## src/rtl/hpf_pkg.sv

```systemverilog
package hpf_pkg;
  localparam int FRAC = 14;
  localparam int ONE = 1 << FRAC;
  localparam int KFIX = 16376;
  localparam int XW = 48;

  function automatic logic signed [XW-1:0] clamp_w(input logic signed [XW-1:0] v, input int w);
    logic signed [XW-1:0] hi, lo;
    hi = (48'sd1 <<< (w - 1)) - 48'sd1;
    lo = -hi - 48'sd1;
    if (v > hi) return hi;
    if (v < lo) return lo;
    return v;
  endfunction

  function automatic logic signed [XW-1:0] negate_sat(input logic signed [XW-1:0] v, input int w);
    logic signed [XW-1:0] lo;
    lo = -(48'sd1 <<< (w - 1));
    if (v == lo) return -lo - 48'sd1;
    return -v;
  endfunction

  // one first-order high-pass step in 2.14 fixed point
  function automatic logic signed [XW-1:0] sec_step(input logic signed [XW-1:0] x,
      input logic signed [XW-1:0] xp, input logic signed [XW-1:0] yp,
      input logic signed [XW-1:0] k, input int w);
    logic signed [XW-1:0] prod;
    prod = k * yp;
    return clamp_w(x - xp + (prod >>> FRAC), w);
  endfunction
endpackage

```

## src/rtl/hpf_coef.sv

```systemverilog
module hpf_coef #(
  parameter int CW = 16
) (
  input  logic [2:0]           cut,
  input  logic [2:0]           sr,
  output logic signed [CW-1:0] k_o
);
  import hpf_pkg::*;

  function automatic logic [12:0] base_w(input logic [2:0] c);
    case (c)
      3'd0: return 13'd1055;
      3'd1: return 13'd1313;
      3'd2: return 13'd1686;
      3'd3: return 13'd2097;
      3'd4: return 13'd2625;
      3'd5: return 13'd3359;
      3'd6: return 13'd4208;
      default: return 13'd5250;
    endcase
  endfunction

  logic [1:0]  grp_shift;
  logic [12:0] w_eff;

  always_comb begin
    case (sr[2:1])
      2'b00:   grp_shift = 2'd2;
      2'b01:   grp_shift = 2'd1;
      default: grp_shift = 2'd0;
    endcase
    w_eff = base_w(cut) >> grp_shift;
    k_o = CW'(ONE - {19'd0, w_eff});
  end
endmodule

```

## src/rtl/hpf_channel.sv

```systemverilog
module hpf_channel #(
  parameter int DW = 16,
  parameter int GUARD = 2,
  parameter int CW = 16
) (
  input  logic                 clk,
  input  logic                 rst_n,
  input  logic                 in_valid,
  input  logic signed [DW-1:0] in_data,
  input  logic                 en,
  input  logic                 mode,
  input  logic signed [CW-1:0] k_sel,
  input  logic                 clr,
  input  logic                 pol,
  output logic                 out_valid,
  output logic signed [DW-1:0] out_data
);
  import hpf_pkg::*;
  localparam int IW = DW + GUARD;
  localparam logic signed [DW-1:0] SMIN = {1'b1, {(DW-1){1'b0}}};
  localparam logic signed [DW-1:0] SMAX = ~SMIN;

  logic signed [IW-1:0] xa_q, ya_q, xb_q, yb_q, acc_q;
  logic                 v1_q;
  logic                 clr_a, clr_b;
  logic signed [XW-1:0] x_w, xa_e, ya_e, xb_e, yb_e, k_a, k_b, sa_w, sb_w, sat_w, pol_w;
  logic signed [IW-1:0] filt_w;

  assign clr_a = clr || !en;
  assign clr_b = clr_a || !mode;

  always_comb begin
    x_w  = XW'(in_data);
    xa_e = clr_a ? '0 : XW'(xa_q);
    ya_e = clr_a ? '0 : XW'(ya_q);
    xb_e = clr_b ? '0 : XW'(xb_q);
    yb_e = clr_b ? '0 : XW'(yb_q);
    k_b  = XW'(k_sel);
    k_a  = mode ? k_b : XW'(KFIX);
    sa_w = sec_step(x_w, xa_e, ya_e, k_a, IW);
    sb_w = sec_step(sa_w, xb_e, yb_e, k_b, IW);
    if (!en)       filt_w = x_w[IW-1:0];
    else if (mode) filt_w = sb_w[IW-1:0];
    else           filt_w = sa_w[IW-1:0];
    sat_w = clamp_w(XW'(acc_q), DW);
    pol_w = pol ? negate_sat(sat_w, DW) : sat_w;
  end

  always_ff @(posedge clk or negedge rst_n) begin
    if (!rst_n) begin
      xa_q <= '0; ya_q <= '0; xb_q <= '0; yb_q <= '0;
      acc_q <= '0; v1_q <= 1'b0;
      out_valid <= 1'b0; out_data <= '0;
    end else begin
      v1_q <= in_valid;
      if (in_valid) begin
        acc_q <= filt_w;
        xa_q  <= clr_a ? '0 : x_w[IW-1:0];
        ya_q  <= clr_a ? '0 : sa_w[IW-1:0];
        xb_q  <= clr_b ? '0 : sa_w[IW-1:0];
        yb_q  <= clr_b ? '0 : sb_w[IW-1:0];
      end else begin
        xa_q <= xa_e[IW-1:0]; ya_q <= ya_e[IW-1:0];
        xb_q <= xb_e[IW-1:0]; yb_q <= yb_e[IW-1:0];
      end
      out_valid <= v1_q;
      if (v1_q) out_data <= pol_w[DW-1:0];
    end
  end


  stage1_lat_chk: assert property (@(posedge clk) disable iff (!rst_n) in_valid |=> v1_q);

  stage2_lat_chk: assert property (@(posedge clk) disable iff (!rst_n) v1_q |=> out_valid);

  no_spurious_chk: assert property (@(posedge clk) disable iff (!rst_n) !v1_q |=> !out_valid);

  bypass_chk: assert property (@(posedge clk) disable iff (!rst_n)
    (in_valid && !en) |=> (acc_q == $past(filt_w)) && (xa_q == '0) && (yb_q == '0));

  clear_chk: assert property (@(posedge clk) disable iff (!rst_n)
    (clr && !in_valid) |=> (xa_q == '0 && ya_q == '0 && xb_q == '0 && yb_q == '0));

  neg_sat_chk: assert property (@(posedge clk) disable iff (!rst_n)
    (v1_q && pol && sat_w[DW-1:0] == SMIN) |=> (out_data == SMAX));
endmodule

```

## src/rtl/audio_hpf.sv

```systemverilog
module audio_hpf #(
  parameter int DW = 16,
  parameter int GUARD = 2,
  parameter int CW = 16
) (
  input  logic                 clk,
  input  logic                 rst_n,
  input  logic                 hpf_en,
  input  logic                 hpf_mode,
  input  logic [2:0]           cut_code,
  input  logic [2:0]           sr_code,
  input  logic                 inv_l,
  input  logic                 inv_r,
  input  logic                 l_valid_i,
  input  logic signed [DW-1:0] l_data_i,
  input  logic                 r_valid_i,
  input  logic signed [DW-1:0] r_data_i,
  output logic                 l_valid_o,
  output logic signed [DW-1:0] l_data_o,
  output logic                 r_valid_o,
  output logic signed [DW-1:0] r_data_o
);
  localparam int NCH = 2;
  localparam int CFGW = 7;

  logic [CFGW-1:0]      cfg_q;
  logic                 cfg_chg;
  logic signed [CW-1:0] k_sel;
  logic [NCH-1:0]       vin, vout, pol;
  logic signed [DW-1:0] din [NCH];
  logic signed [DW-1:0] dout [NCH];

  assign cfg_chg = {hpf_mode, cut_code, sr_code} != cfg_q;

  always_ff @(posedge clk or negedge rst_n) begin
    if (!rst_n) cfg_q <= '0;
    else        cfg_q <= {hpf_mode, cut_code, sr_code};
  end

  hpf_coef #(.CW(CW)) u_coef (.cut(cut_code), .sr(sr_code), .k_o(k_sel));

  assign vin = {r_valid_i, l_valid_i};
  assign pol = {inv_r, inv_l};
  assign din[0] = l_data_i;
  assign din[1] = r_data_i;

  for (genvar c = 0; c < NCH; c++) begin : g_ch
    hpf_channel #(.DW(DW), .GUARD(GUARD), .CW(CW)) u_ch (
      .clk(clk), .rst_n(rst_n), .in_valid(vin[c]), .in_data(din[c]),
      .en(hpf_en), .mode(hpf_mode), .k_sel(k_sel), .clr(cfg_chg), .pol(pol[c]),
      .out_valid(vout[c]), .out_data(dout[c]));
  end

  assign l_valid_o = vout[0];
  assign r_valid_o = vout[1];
  assign l_data_o  = dout[0];
  assign r_data_o  = dout[1];


  pair_align_chk: assert property (@(posedge clk) disable iff (!rst_n)
    (l_valid_i && r_valid_i) |=> ##1 (l_valid_o && r_valid_o));

  cfg_track_chk: assert property (@(posedge clk) disable iff (!rst_n)
    cfg_chg |=> (cfg_q == $past({hpf_mode, cut_code, sr_code})));
endmodule

```

## config.mk

```make
export PLATFORM = sky130hd
export DESIGN_NAME = audio_hpf
export DESIGN_NICKNAME = d
export VERILOG_FILES = /design/src/rtl/hpf_pkg.sv /design/src/rtl/hpf_coef.sv /design/src/rtl/hpf_channel.sv /design/src/rtl/audio_hpf.sv
export SDC_FILE = /design/constraint.sdc
export NUM_CORES = 2
export LEC_CHECK = 0
export ABC_AREA = 0
export ABC_CLOCK_PERIOD_IN_PS = 21600
export BUFFER_PORTS_ARGS = -buffer_cell sky130_fd_sc_hd__buf_2
export CAP_MARGIN = 5
export CELL_PAD_IN_SITES_DETAIL_PLACEMENT = 1
export CELL_PAD_IN_SITES_GLOBAL_PLACEMENT = 2
export CORE_MARGIN = 2
export CORE_UTILIZATION = 40
export CTS_BUF_LIST = sky130_fd_sc_hd__clkbuf_4 sky130_fd_sc_hd__clkbuf_8
export DETAILED_ROUTE_END_ITERATION = 10
export PLACE_DENSITY = 0.8
export SETUP_SLACK_MARGIN = 0.05
export SYNTH_ARGS = -nofsm -noshare
export SYNTH_HDL_FRONTEND = slang
export SYNTH_SLANG_ARGS = --single-unit
```

## constraint.sdc

```tcl
create_clock -name clk -period 21.6 [get_ports clk]
set_input_delay 1.08 -clock clk [delete_from_list [all_inputs] [get_ports clk]]
set_output_delay 1.08 -clock clk [all_outputs]
set_load 0.02 [all_outputs]
```

**After elaboration in Yosys (flattened, before gate mapping)**

Index checks and enable logic that the tools add are counted.

- Multiplexer cells: 81
- Multiply operators: 4
- Shift-type cells: 1
- Reductions and logical operators: 6
- Order comparisons: 12
- Equality and inequality tests: 10
- Add/subtract/negate cells: 11

Operators with widths:

| kind | number |
|---|---|
| $mux 48 | 25 |
| $mux 18 | 28 |
| $add 48x34->48 | 4 |
| $gt 48x18->1 const B | 4 |
| $lt 48x18->1 const B | 4 |
| $eq 48x16->1 const B | 2 |
| $mul 16x48->48 | 2 |
| $mul 48x48->48 | 2 |
| $mux 16 | 6 |
| $sub 16x48->48 | 2 |
| $sub 48x48->48 | 2 |
| $pmux 13 s7 | 1 |
| $gt 18x16->1 const B | 2 |
| $lt 18x16->1 const B | 2 |
| $neg 16->16 | 2 |
| $mux 1 | 20 |
| $sub 15x13->16 const A | 1 |
| $shr 13x2->13 | 1 |
| $eq 3x3->1 const B | 3 |
| $ne 7x7->1 | 1 |
| $eq 3x2->1 const B | 2 |
| $pmux 2 s2 | 1 |
| $eq 3x1->1 const B | 1 |
| $logic_not 3->1 | 1 |
| 4 further kinds | 6 |

- Flip-flop bits (word level): 223
- Word-level logic and storage cells: 142
- Output and inout bits: 34

**Depth between registers and ports, before layout**

- Depth in word-level cells: 21
- Gate-level depth with buffers: 83

**By module**

From an unflattened synthesis, not the netlist that was laid out.

- Cells, all modules: 10,123
- Area total of the unflattened synthesis: 88,187.1 um^2

By module, submodules not included:

| module | area an instance (um^2) | cells an instance | times used |
|---|---|---|---|
| hpf_channel (g_ch[0].u_ch) | 44,204.9 | 5,127 | 1 |
| hpf_channel (g_ch[1].u_ch) | 43,105.1 | 4,883 | 1 |
| hpf_coef | 628.1 | 97 | 1 |
| audio_hpf | 249.0 | 16 | 1 |

**Least setup slack after synthesis**

Ideal clock, no wire load.

- Kind: input-to-reg
- From: input port cut_code[2]
- To: register g_ch[0].u_ch.acc_q[11]
- Stages: 76
- Slack: 2,287 ps
- Setup time: 125 ps
- Buffers on the path: 10
- Data arrival time: 19,188 ps
- Path through: clkbuf_1 nand2_1 o32ai_1 nor2_1 inv_1 clkbuf_1 ha_1 clkbuf_1 nand2b_1 o22ai_1 a22oi_1 nor2_1 a31oi_1 nand2b_1 clkbuf_1 clkbuf_1 nand2_1 fa_1 [... 40 more ...] o21a_1 fa_1 ha_1 clkbuf_1 nand2_1 or3_1 or4b_1 a21o_1 a31oi_1 a21boi_1 xnor2_1 or3b_1 or4_1 or4_1 a31oi_4 buf_6 o2bb2ai_1 o21ai_1

- Word-level cells in the longest chain between the ends: 21
- Elaborated cells between the ends (all ways): 42

RTL lines:

| what | RTL line | source |
|---|---|---|
| start, declared | audio_hpf.sv:10 | `input logic [2:0] cut_code,` |
| $eq 3x3->1 (tied with other cells) | hpf_coef.sv:11 | `case (c)` |
| $pmux 13 s7 | hpf_coef.sv:11 |  |
| $shr 13x2->13 | hpf_coef.sv:32 | `w_eff = base_w(cut) >> grp_shift;` |
| $sub 15x13->16 | hpf_coef.sv:33 | `k_o = CW'(ONE - {19'd0, w_eff});` |
| $mux 48 | hpf_channel.sv:39 | `k_a = mode ? k_b : XW'(KFIX);` |
| $mul 48x48->48 | hpf_pkg.sv:28 | `prod = k * yp;` |
| $add 48x34->48 | hpf_pkg.sv:29 | `return clamp_w(x - xp + (prod >>> FRAC), w);` |
| $lt 48x18->1 | hpf_pkg.sv:12 | `if (v < lo) return lo;` |
| [... 4 more ...] | - |  |
| $sub 48x48->48 | hpf_pkg.sv:29 |  |
| $add 48x34->48 | hpf_pkg.sv:29 |  |
| $lt 48x18->1 | hpf_pkg.sv:12 |  |
| $mux 1 (2 in a row) | hpf_pkg.sv:12 |  |
| $mux 18 | hpf_pkg.sv:13 | `return v;` |
| $mux 18 | hpf_pkg.sv:12 |  |
| $mux 18 * | hpf_channel.sv:43 | `else if (mode) filt_w = sb_w[IW-1:0];` |
| $mux 18 * | hpf_channel.sv:42 | `if (!en) filt_w = x_w[IW-1:0];` |
| end signal, assigned | hpf_channel.sv:57 | `acc_q <= filt_w;` |
| end, declared | hpf_channel.sv:23 | `logic signed [IW-1:0] xa_q, ya_q, xb_q, yb_q, acc_q;` |

Every way passes the cells marked *; elsewhere a longest branch is shown, timed or not. The select of a mux whose other input is x is not followed.
A chain may end at the register's enable or synchronous reset.

**Final worst setup path**

- From: input port sr_code[2]
- To: register g_ch[0].u_ch.acc_q[16]

- Word-level cells in the longest chain between the ends: 21
- Elaborated cells between the ends (all ways): 37

RTL lines:

| what | RTL line | source |
|---|---|---|
| start, declared | audio_hpf.sv:11 | `input logic [2:0] sr_code,` |
| $eq 2x1->1 / $logic_not 2->1 (equally long branches) | hpf_coef.sv:27 | `case (sr[2:1])` |
| $pmux 2 s2 | hpf_coef.sv:27 |  |
| $shr 13x2->13 | hpf_coef.sv:32 |  |
| $sub 15x13->16 | hpf_coef.sv:33 |  |
| $mux 48 | hpf_channel.sv:39 |  |
| $mul 48x48->48 | hpf_pkg.sv:28 |  |
| $add 48x34->48 | hpf_pkg.sv:29 |  |
| $lt 48x18->1 | hpf_pkg.sv:12 |  |
| [... 4 more ...] | - |  |
| $sub 48x48->48 | hpf_pkg.sv:29 |  |
| $add 48x34->48 | hpf_pkg.sv:29 |  |
| $lt 48x18->1 | hpf_pkg.sv:12 |  |
| $mux 1 (2 in a row) | hpf_pkg.sv:12 |  |
| $mux 18 | hpf_pkg.sv:13 |  |
| $mux 18 | hpf_pkg.sv:12 |  |
| $mux 18 * | hpf_channel.sv:43 |  |
| $mux 18 * | hpf_channel.sv:42 |  |

Marked as above.

==> impl_metrics.env <==
export IMPL_status="complete, no violations"
export IMPL_relSlewSlack_pct=22.5
export IMPL_max_freq_mhz=49.0
export IMPL_ioPinCount=80
export IMPL_core_area_um2=193000
export IMPL_fin_setup_tns_ps=0
export IMPL_post_route_worst_setup_slack_ps=1190
export IMPL_numPortBuffers=79
export IMPL_fin_crit_ps=20410
export IMPL_hold_class="input port to async pin"
export IMPL_area_delta_synth_final_pct=6.04
export IMPL_synth_flop_cell="dfrtp_1"
export IMPL_clock_sinks=223
export IMPL_clk_pin_slew_ps=70
export IMPL_ir_worst_vdd_v=0.0000379
export IMPL_end_kind="flip-flop"
export IMPL_worst_pin_slew_ps=1150
export IMPL_postSynthCellCount=8859
export IMPL_dieArea_um2=198000
export IMPL_drt_first_pass_iters=5
export IMPL_cp_max_fo=74
export IMPL_htreeDepth=2
export IMPL_grt_pass1_wl_um=413000
export IMPL_async_reset_ff_share_pct=100
export IMPL_critical_path_class="input port to flip-flop"
export IMPL_drc=0
export IMPL_startpoint="sr_code[2]"
export IMPL_antenna_found_initial=10
export IMPL_cts_buffers=43
export IMPL_drv_cap=0
export IMPL_ant_nets=0
export IMPL_reg2reg_depth=62
export IMPL_die_w_um=445
export IMPL_final_area_um2=82500
export IMPL_r2r_start="cfg_q[5]"
export IMPL_synth_area_um2=77800
export IMPL_cp_start_kind="input port"
export IMPL_crit_path_top_delay_cell="or4_1"
export IMPL_die_y_um=445
export IMPL_finClkSkew_ps=52.8
export IMPL_yosysWarnings=0
export IMPL_place_ws_ps=37.2
export IMPL_final_common_cell="inv_1"
export IMPL_power_total_mw=3.25
export IMPL_powerDensity_nw_per_um2=39.4
export IMPL_drt_iter0_markers=4047
export IMPL_syn_mean_instance_area_um2=8.78
export IMPL_ys_seq_area_share_pct=7.17
export IMPL_setup_violations=0
export IMPL_cp_common_cell="fa_1"
export IMPL_finalNetCount=11300
export IMPL_grtUsageTotal_pct=26.9
export IMPL_clock_latency_ps=680
export IMPL_hold_viol=0
export IMPL_crit_arrival_ps=20950
export IMPL_cts_buffer_depth=3
export IMPL_drv_slew=0
export IMPL_p_leak_nw=42.2
export IMPL_grt_max_degree=87
export IMPL_num_rows=161
export IMPL_ys_ff_latch=223
export IMPL_utilization_pct=42.8
export IMPL_dp_hpwl_um=222000
export IMPL_rsz0062_at_grt="false"
export IMPL_fin_crit_sh_pct=94.5
export IMPL_required_ps=22140
export IMPL_routedWlPerCell_um=22.9
export IMPL_initial_utilization_pct=40.3
export IMPL_hold_buffers=0
export IMPL_critPathCapture="g_ch[0].u_ch.acc_q[16]"
export IMPL_gr_total_overflow=0
export IMPL_place_congestion=0.939
export IMPL_grt_pass1_vias=68200
export IMPL_cts_tree="yes"
export IMPL_synth_edf_count=0
export IMPL_placed_area_um2=81500
export IMPL_slowest_delay_ps=670
export IMPL_r2r_end="g_ch[0].u_ch.acc_q[16]"
export IMPL_dr_total_vias=61800
export IMPL_viasPerCell=5.41
export IMPL_final_cell_mix="inv_1, fa_1, nand2_1"
export IMPL_rrSetupSlack_ps=1690
export IMPL_root_buffer="clkbuf_8"
export IMPL_wirelength_um=261000
export IMPL_drive_above_1_share_pct=4.61
export IMPL_yosysUniqueCellTypes=102
## sequential cells by signal, indices dropped and copies added, names as in the netlist
signal and cells:
g_ch.u_ch.xb_q 36, cfg_q 7, g_ch.u_ch.xa_q 36, g_ch.u_ch.acc_q 36
g_ch.u_ch.out_data 32, g_ch.u_ch.yb_q 36, g_ch.u_ch.v1_q 2, g_ch.u_ch.out_valid 2
g_ch.u_ch.ya_q 36
## power breakdown
part           internal, mW  switching [mW]  total [mW]
Sequential            0.464          0.0570       0.521
Combinational         0.763            1.48        2.25
Clock                 0.264           0.221       0.484
Total                  1.49            1.76        3.25
## what timing repair did
action | CTS | global route
setup buffers | 0 | 2
endpoints found under the setup margin | 0 | 68
resized for setup | 0 | 10
endpoints found under the hold margin | 0 | 0
## final cells by class
cell class | count | area [um2]
Clock inverter | 14 | 163
Inverter | 1871 | 7030
Fill cell | 22700 | 110000
Timing Repair Buffer | 212 | 1450
Tap cell | 2526 | 3160
Sequential cell | 223 | 5580
Clock buffer | 61 | 758
Multi-Input combinational cell | 6516 | 64400
Antenna cell | 3 | 7.51
## cell usage after synthesis (all sizes together), types with 28 or more instances
master,n,area share [%]
nor3,78,0.50
o211ai,48,0.53
xor2,104,1.2
o21a,110,1.1
buf,28,0.20
nand3,75,0.50
a21o,122,1.2
a31oi,47,0.42
or3,38,0.31
a211oi,64,0.62
fa,1492,38
and3,62,0.50
dfrtp,223,7.2
ha,921,15
nand2b,47,0.38
clkbuf,303,1.5
mux2i,41,0.53
inv,1842,8.9
nand2,996,4.8
o21bai,32,0.31
and2,94,0.76
nand4,62,0.50
o22a,28,0.32
o21ai,310,2.0
nor2,692,3.3
clkinv,29,0.14
nor2b,54,0.43
xnor2,182,2.0
a21oi,313,2.0
## logic make-up after synthesis
| logic type | synth area share (%) |
|---|---|
| muxes | 0.918 |
| xor gates and xnor gates | 3.22 |
| DFF | 7.17 |
| adders and majority gates | 53.2 |
| buffers and inverters | 10.7 |
| other | 0.00965 |
| and+or+nand+nor | 13.2 |
| AOI/OAI and AO/OA | 11.6 |
## worst min-delay path by stage
stage	from	end	slack, ps	cells past startpoint
2_1_floorplan	g_ch[0].u_ch.v1_q	g_ch[0].u_ch.out_valid	350	0
3_3_place_gp	g_ch[0].u_ch.yb_q[16]	g_ch[0].u_ch.yb_q[16]	480	2
3_5_place_dp	g_ch[0].u_ch.yb_q[15]	g_ch[0].u_ch.yb_q[15]	480	2
4_1_cts	rst_n	g_ch[1].u_ch.out_data[0]	410	1
5_1_grt	rst_n	g_ch[1].u_ch.out_data[6]	400	1
6_report	rst_n	g_ch[1].u_ch.out_data[6]	350	1
## critical path, delay by kind of cell
family	cells	cell delay, ps
and+or+nand+nor	19	6820
adders and majority gates	14	5890
AOI/OAI and AO/OA	18	4580
buffers and inverters	9	1950
xor gates and xnor gates	3	530
## per-layer routing
| layer | share of wire (%) | global-route usage [%] | vias to the layer above | wire length (um) |
|---|---|---|---|---|
| li1 | - | - | 28000 | - |
| met1 | 49 | 40.4 | 32300 | 127000 |
| met2 | 45 | 42.2 | 1267 | 117000 |
| met3 | 4.6 | 2.81 | 230 | 11900 |
| met4 | 1.9 | 4.65 | 4 | 4850 |
| met5 | 0.010 | 0 | - | 27 |
## stage by stage
step,hold slack [ps],cells
5_1_grt,396,11400
2_1_floorplan,352,8941
4_1_cts,409,11400
3_3_place_gp,475,11300
3_5_place_dp,485,11300
6_report,351,11400
(Power assumes the default switching activity.)
